### config.mk
export PLATFORM = sky130hd
export DESIGN_NAME = busmatch_rd_port
export DESIGN_NICKNAME = d
export VERILOG_FILES = /design/src/rtl/bmrp_pkg.sv /design/src/rtl/bmrp_ctrl.sv /design/src/rtl/bmrp_dpath.sv /design/src/rtl/busmatch_rd_port.sv
export SDC_FILE = /design/constraint.sdc
export NUM_CORES = 1
export LEC_CHECK = 0
export CAP_MARGIN = 30
export CORE_ASPECT_RATIO = 1.2
export CORE_UTILIZATION = 40
export DETAILED_ROUTE_END_ITERATION = 8
export DONT_BUFFER_PORTS = 1
export PLACE_DENSITY = 0.65
export SLEW_MARGIN = 20
export SYNTH_ARGS = -nofsm -noshare
export SYNTH_HDL_FRONTEND = slang
export SYNTH_SLANG_ARGS = --single-unit
### constraint.sdc
create_clock -name clk -period 4.27 [get_ports clk]
set_input_delay 0.854 -clock clk [delete_from_list [all_inputs] [get_ports clk]]
set_output_delay 0.854 -clock clk [all_outputs]
set_load 0.01 [all_outputs]
### src/rtl/bmrp_pkg.sv
package bmrp_pkg;
  localparam int LANES      = 4;
  localparam int LANE_IDX_W = $clog2(LANES);

  typedef enum logic [1:0] {
    MODE_LONG = 2'd0,
    MODE_WORD = 2'd1,
    MODE_BYTE = 2'd2
  } busMode_e;

  typedef struct packed {
    logic                  load;
    logic                  advance;
    busMode_e              mode;
    logic [LANE_IDX_W-1:0] lane;
  } ctrlStrb_t;
endpackage

### src/rtl/bmrp_ctrl.sv
module bmrp_ctrl
  import bmrp_pkg::*;
(
  input  logic      clk,
  input  logic      rstN,
  input  logic      busMatch,
  input  logic      busSize,
  input  logic      bigEnd,
  input  logic      fifoEmpty,
  input  logic      rdEn,
  output logic      fifoPop,
  output logic      portReady,
  output ctrlStrb_t strb
);
  localparam logic [LANE_IDX_W-1:0] ONE = LANE_IDX_W'(1);

  busMode_e              modeQ;
  logic                  bigQ;
  logic [LANE_IDX_W-1:0] leftQ;
  logic [LANE_IDX_W-1:0] lastIdx;
  logic [LANE_IDX_W-1:0] posIdx;
  logic                  readOk;
  logic                  loadNow;
  logic                  advNow;

  // index of the final portion for the captured width
  always_comb begin
    unique case (modeQ)
      MODE_WORD: lastIdx = LANE_IDX_W'(LANES / 2 - 1);
      MODE_BYTE: lastIdx = LANE_IDX_W'(LANES - 1);
      default:   lastIdx = '0;
    endcase
  end

  assign portReady = rstN & (~fifoEmpty | (leftQ != '0));
  assign readOk    = rdEn & portReady;
  assign loadNow   = readOk & (leftQ == '0);
  assign advNow    = readOk & (leftQ != '0);
  assign fifoPop   = loadNow;

  // sequence position of the portion sent by this read
  assign posIdx = loadNow ? '0 : lastIdx - leftQ + ONE;

  always_comb begin
    strb.load    = loadNow;
    strb.advance = advNow;
    strb.mode    = modeQ;
    strb.lane    = (bigQ && modeQ != MODE_LONG) ? lastIdx - posIdx : posIdx;
  end

  always_ff @(posedge clk) begin
    if (!rstN) begin
      if (!busMatch)    modeQ <= MODE_LONG;
      else if (busSize) modeQ <= MODE_BYTE;
      else              modeQ <= MODE_WORD;
      bigQ  <= bigEnd;
      leftQ <= '0;
    end else if (loadNow) begin
      leftQ <= lastIdx;
    end else if (advNow) begin
      leftQ <= leftQ - ONE;
    end
  end
endmodule

### src/rtl/bmrp_dpath.sv
module bmrp_dpath
  import bmrp_pkg::*;
#(
  parameter  int LANE_W = 9,
  localparam int WORD_W = LANE_W * LANES,
  localparam int HALF_W = WORD_W / 2
) (
  input  logic              clk,
  input  logic              rstN,
  input  ctrlStrb_t         strb,
  input  logic [WORD_W-1:0] fifoData,
  output logic [WORD_W-1:0] portData
);
  logic [WORD_W-1:0] holdQ;
  logic [WORD_W-1:0] outQ;
  logic [WORD_W-1:0] srcWord;
  logic [WORD_W-1:0] nextOut;
  logic [LANE_W-1:0] byteLane [LANES];
  logic [HALF_W-1:0] halfLane [2];

  assign srcWord = strb.load ? fifoData : holdQ;

  for (genvar gi = 0; gi < LANES; gi++) begin : g_byte
    assign byteLane[gi] = srcWord[gi*LANE_W +: LANE_W];
  end
  for (genvar gh = 0; gh < 2; gh++) begin : g_half
    assign halfLane[gh] = srcWord[gh*HALF_W +: HALF_W];
  end

  always_comb begin
    unique case (strb.mode)
      MODE_WORD: nextOut = {{(WORD_W-HALF_W){1'b0}}, halfLane[strb.lane[0]]};
      MODE_BYTE: nextOut = {{(WORD_W-LANE_W){1'b0}}, byteLane[strb.lane]};
      default:   nextOut = srcWord;
    endcase
  end

  always_ff @(posedge clk) begin
    if (!rstN) begin
      holdQ <= '0;
      outQ  <= '0;
    end else begin
      if (strb.load) holdQ <= fifoData;
      if (strb.load || strb.advance) outQ <= nextOut;
    end
  end

  assign portData = outQ;
endmodule

### src/rtl/busmatch_rd_port.sv
module busmatch_rd_port
  import bmrp_pkg::*;
#(
  parameter  int LANE_W = 9,
  localparam int WORD_W = LANE_W * LANES
) (
  input  logic              clk,
  input  logic              rstN,
  input  logic              busMatch,
  input  logic              busSize,
  input  logic              bigEnd,
  input  logic [WORD_W-1:0] fifoData,
  input  logic              fifoEmpty,
  output logic              fifoPop,
  input  logic              rdEn,
  output logic [WORD_W-1:0] portData,
  output logic              portReady
);
  ctrlStrb_t strb;

  bmrp_ctrl u_ctrl (
    .clk(clk), .rstN(rstN), .busMatch(busMatch), .busSize(busSize),
    .bigEnd(bigEnd), .fifoEmpty(fifoEmpty), .rdEn(rdEn),
    .fifoPop(fifoPop), .portReady(portReady), .strb(strb)
  );

  bmrp_dpath #(.LANE_W(LANE_W)) u_dpath (
    .clk(clk), .rstN(rstN), .strb(strb),
    .fifoData(fifoData), .portData(portData)
  );
endmodule

==> metrics.md <==
| Metric | Value |
|---|---|
| DP Area | 3740 sq um |
| Peak supply drop | 0.000164 V |
| Static Leak | 1.56 nW |
| Vias per cell | 5.55 |
| Largest net degree at the start of global routing | 51 |
| Max_slew headroom | 41.8% |
| Final setup vio count | 0 |
| Crit path capture type | register |
| Mean area per synthesized cell | 8.29 sq um |
| Clock Skews | 0.00870 ns |
| Final hold viol count | 0 |
| Detailed Place HPWL | 6840 microns |
| Worst Path Arrival | 3.38 ns |
| Worst Path Buf+Inv | 2 |
| Family with the most delay on the worst path | compound AO/OA/AOI/OAI gates |
| Top cells by count, synth | dfxtp_1 (74), nand2_1 (68), nor2_1 (67) |
| Worst setup SP type | register |
| CTS Sinks | 77 |
| Cell mode on critical path | ha_1 |
| Dpl cells | 542 |
| Fmax | 0.322 GHz |
| Grt total ovfl | 0 |
| Worst min path class | reg2reg |
| Design Power | 1.64 mW |
| Yosys top cell by area | dfxtp_1 |
| Dominant synthesized flop cell | dfxtp_1 |
| Yosys warnings | 0 |
| EDFF count, synth | 3 |
| Failing checks | design-rule violations |
| RSZ-0062 raised after global routing | false |
| Die Width | 89.7 microns |
| # hold bufs at CTS | 0 |
| Power Density | 419 nW/um^2 |
| Antenna violations before repair | 0 |
| GPL Wtd Cong | 0.839 |
| Clock-pin slew on the worst setup and hold paths | 0.08 ns |
| Yosys reg bits | 77 |
| Synthesized area | 3690 sq um |
| Global-route wire length before repair | 14800 microns |
| Worst path slowest cell | a21oi_4 |
| Worst-margin pin slew | 0.870 ns |
| Final slew viol count | 0 |
| CTS tree | built |
| Number of nets in the layout | 481 |
| Most frequent cell after synthesis | dfxtp_1 |
| Detailed-route via count | 3096 |
| Cell variety after synth | 38 |
| Maxcap violations | 0 |
| Ys async rst share | 0% |
| Root Driver | clkbuf_8 |
| Sequential area share after synthesis | 42.6% |
| Finished Layout Cells | 558 |
| I/O Buffers | 0 |
| Synth top area share | 40.1% |
| # H-tree levels | 3 |
| Vias in the first global route | 2908 |
| Tmin final | 3.10 ns |
| Die area | 9610 sq um |
| Row count | 38 |
| 1st-iter DRT viols | 273 |
| Multi-input logic area | 1890 sq um |
| Outcome | finished with violations |
| Post-CTS sizing | 0 |
| Hold WS | 0.501 ns |
| DRC viols | 1 |
| # diodes | 0 |
| Setup bufs post-CTS | 0 |
| Worst endpoint required time | 4.54 ns |
| Clock Path Buffers | 2 |
| Sum Neg Setup Slack | 0 ns |
| Area of the core | 8990 sq um |
| Synth area leaders | dfxtp_1 (40%), mux2i_1 (7.3%), nand2_1 (6.9%) |
| Clk_lat worst skew | 0.37 ns |
| Final period util | 72.7% |
| Die height | 107 microns |
| Boundary Pins | 81 |
| Initial DRT Pass Iterations | 7 |
| Post-Route WL | 9760 microns |
| Storage cell area | 1570 sq um |
| Gate Count Post-Synth | 445 |
| Num CTS Buffers | 9 |
| Starting Density | 41.1% |
| Layout cells sized above 1 | 8.90% |
| Routed Antenna Nets | 0 |
| Design Area, Final | 3910 sq um |
| Cells along the critical path | inv_1 -> ha_1 -> buf_4 -> ha_1 -> nand2b_1 -> o211ai_1 -> o21ai_2 -> a21oi_4 -> mux2_2 -> a32o_1 |
| Worst-path maximum fanout | 34 |
| Syn nets | 493 |
| Fill count | 880 |
| CP Class | reg2reg |
| Gr usage total | 21.1% |
| Post-DR wirelength/cell | 17.5 microns |
| Synthesis-to-finish area growth | 6.04% |
| CP peak stage delay | 0.59 ns |
[worst paths after layout]
| kind | cells after the start | start | slack, ns | endpoint |
|---|---|---|---|---|
| setup / recovery | 10 | u_ctrl.modeQ[1] | 1.17 | u_dpath.portData[5] |
| hold / removal | 2 | u_ctrl.leftQ[0] | 0.50 | u_ctrl.leftQ[0] |
| setup reg to reg | 10 | u_ctrl.modeQ[1] | 1.17 | u_dpath.portData[5] |
| hold reg to reg | 2 | u_ctrl.leftQ[0] | 0.50 | u_ctrl.leftQ[0] |
[per-stage QoR]
stage / util (%) / worst slack [ns]
finish: 43.5 / 1.17
global route: 43.5 / 1.01
CTS: 43.5 / 1.18
detailed placement: 41.6 / 1.14
global placement: 41.6 / 1.18
floorplan: - / 1.74
[flip-flops by register name, indices dropped and copies added, names as in the netlist]
name	flops
u_dpath.holdQ	36
u_dpath.portData	36
u_ctrl.leftQ	2
u_ctrl.modeQ	2
u_ctrl.bigQ	1
[report_power, final]
part           total, mW  internal, mW  switching [mW]
registers          0.782         0.755          0.0264
clock network      0.516         0.228           0.288
logic              0.343         0.128           0.216
total               1.64          1.11           0.530
[cells in the final DEF, fill, tap and decap left out, types with 10 or more instances in the layout]
cell / n
nor2_1: 67
and2_1: 11
mux2i_1: 27
nand2_1: 68
dfxtp_1: 74
clkbuf_8: 10
o21ai_0: 46
inv_1: 14
a21oi_1: 14
and3_1: 11
[per-layer routing]
layer / track usage [%] / up-vias / wire length [microns]
met1: 24.1 / 1481 / 3730
li1: - / 1497 / -
met5: 0 / - / 0
met2: 34.8 / 95 / 4930
met4: 11.1 / 0 / 323
met3: 6.08 / 23 / 777
[logic make-up (layout without fill, tap and decap cells)]
group / Yosys count / in the layout / synth area share (%)
AOI/OAI and AO/OA: 102 / 102 / 17.7
xor gates and xnor gates: 1 / 1 / 0.237
adders and majority gates: 5 / 5 / 1.70
buffers and inverters: 47 / 40 / 6.10
DFF: 77 / 77 / 42.6
muxes: 37 / 37 / 10.4
and+or+nand+nor: 176 / 176 / 21.3
[area by class of cell]
cell class	instances	share of cell area, %
clock inverters	5	0.895
clock buffers	11	3.61
repair buffers	8	1.54
well taps	120	3.84
inverters	16	1.57
flip-flops and latches	77	40.2
multi-input cells	321	48.4
[tightest hold or removal path: stages (launching register included)]
cell     delay, ns
dfxtp_1       0.35
nand2_1       0.07
nand2_1       0.04
Note: power is estimated with default switching activity, not from simulation.
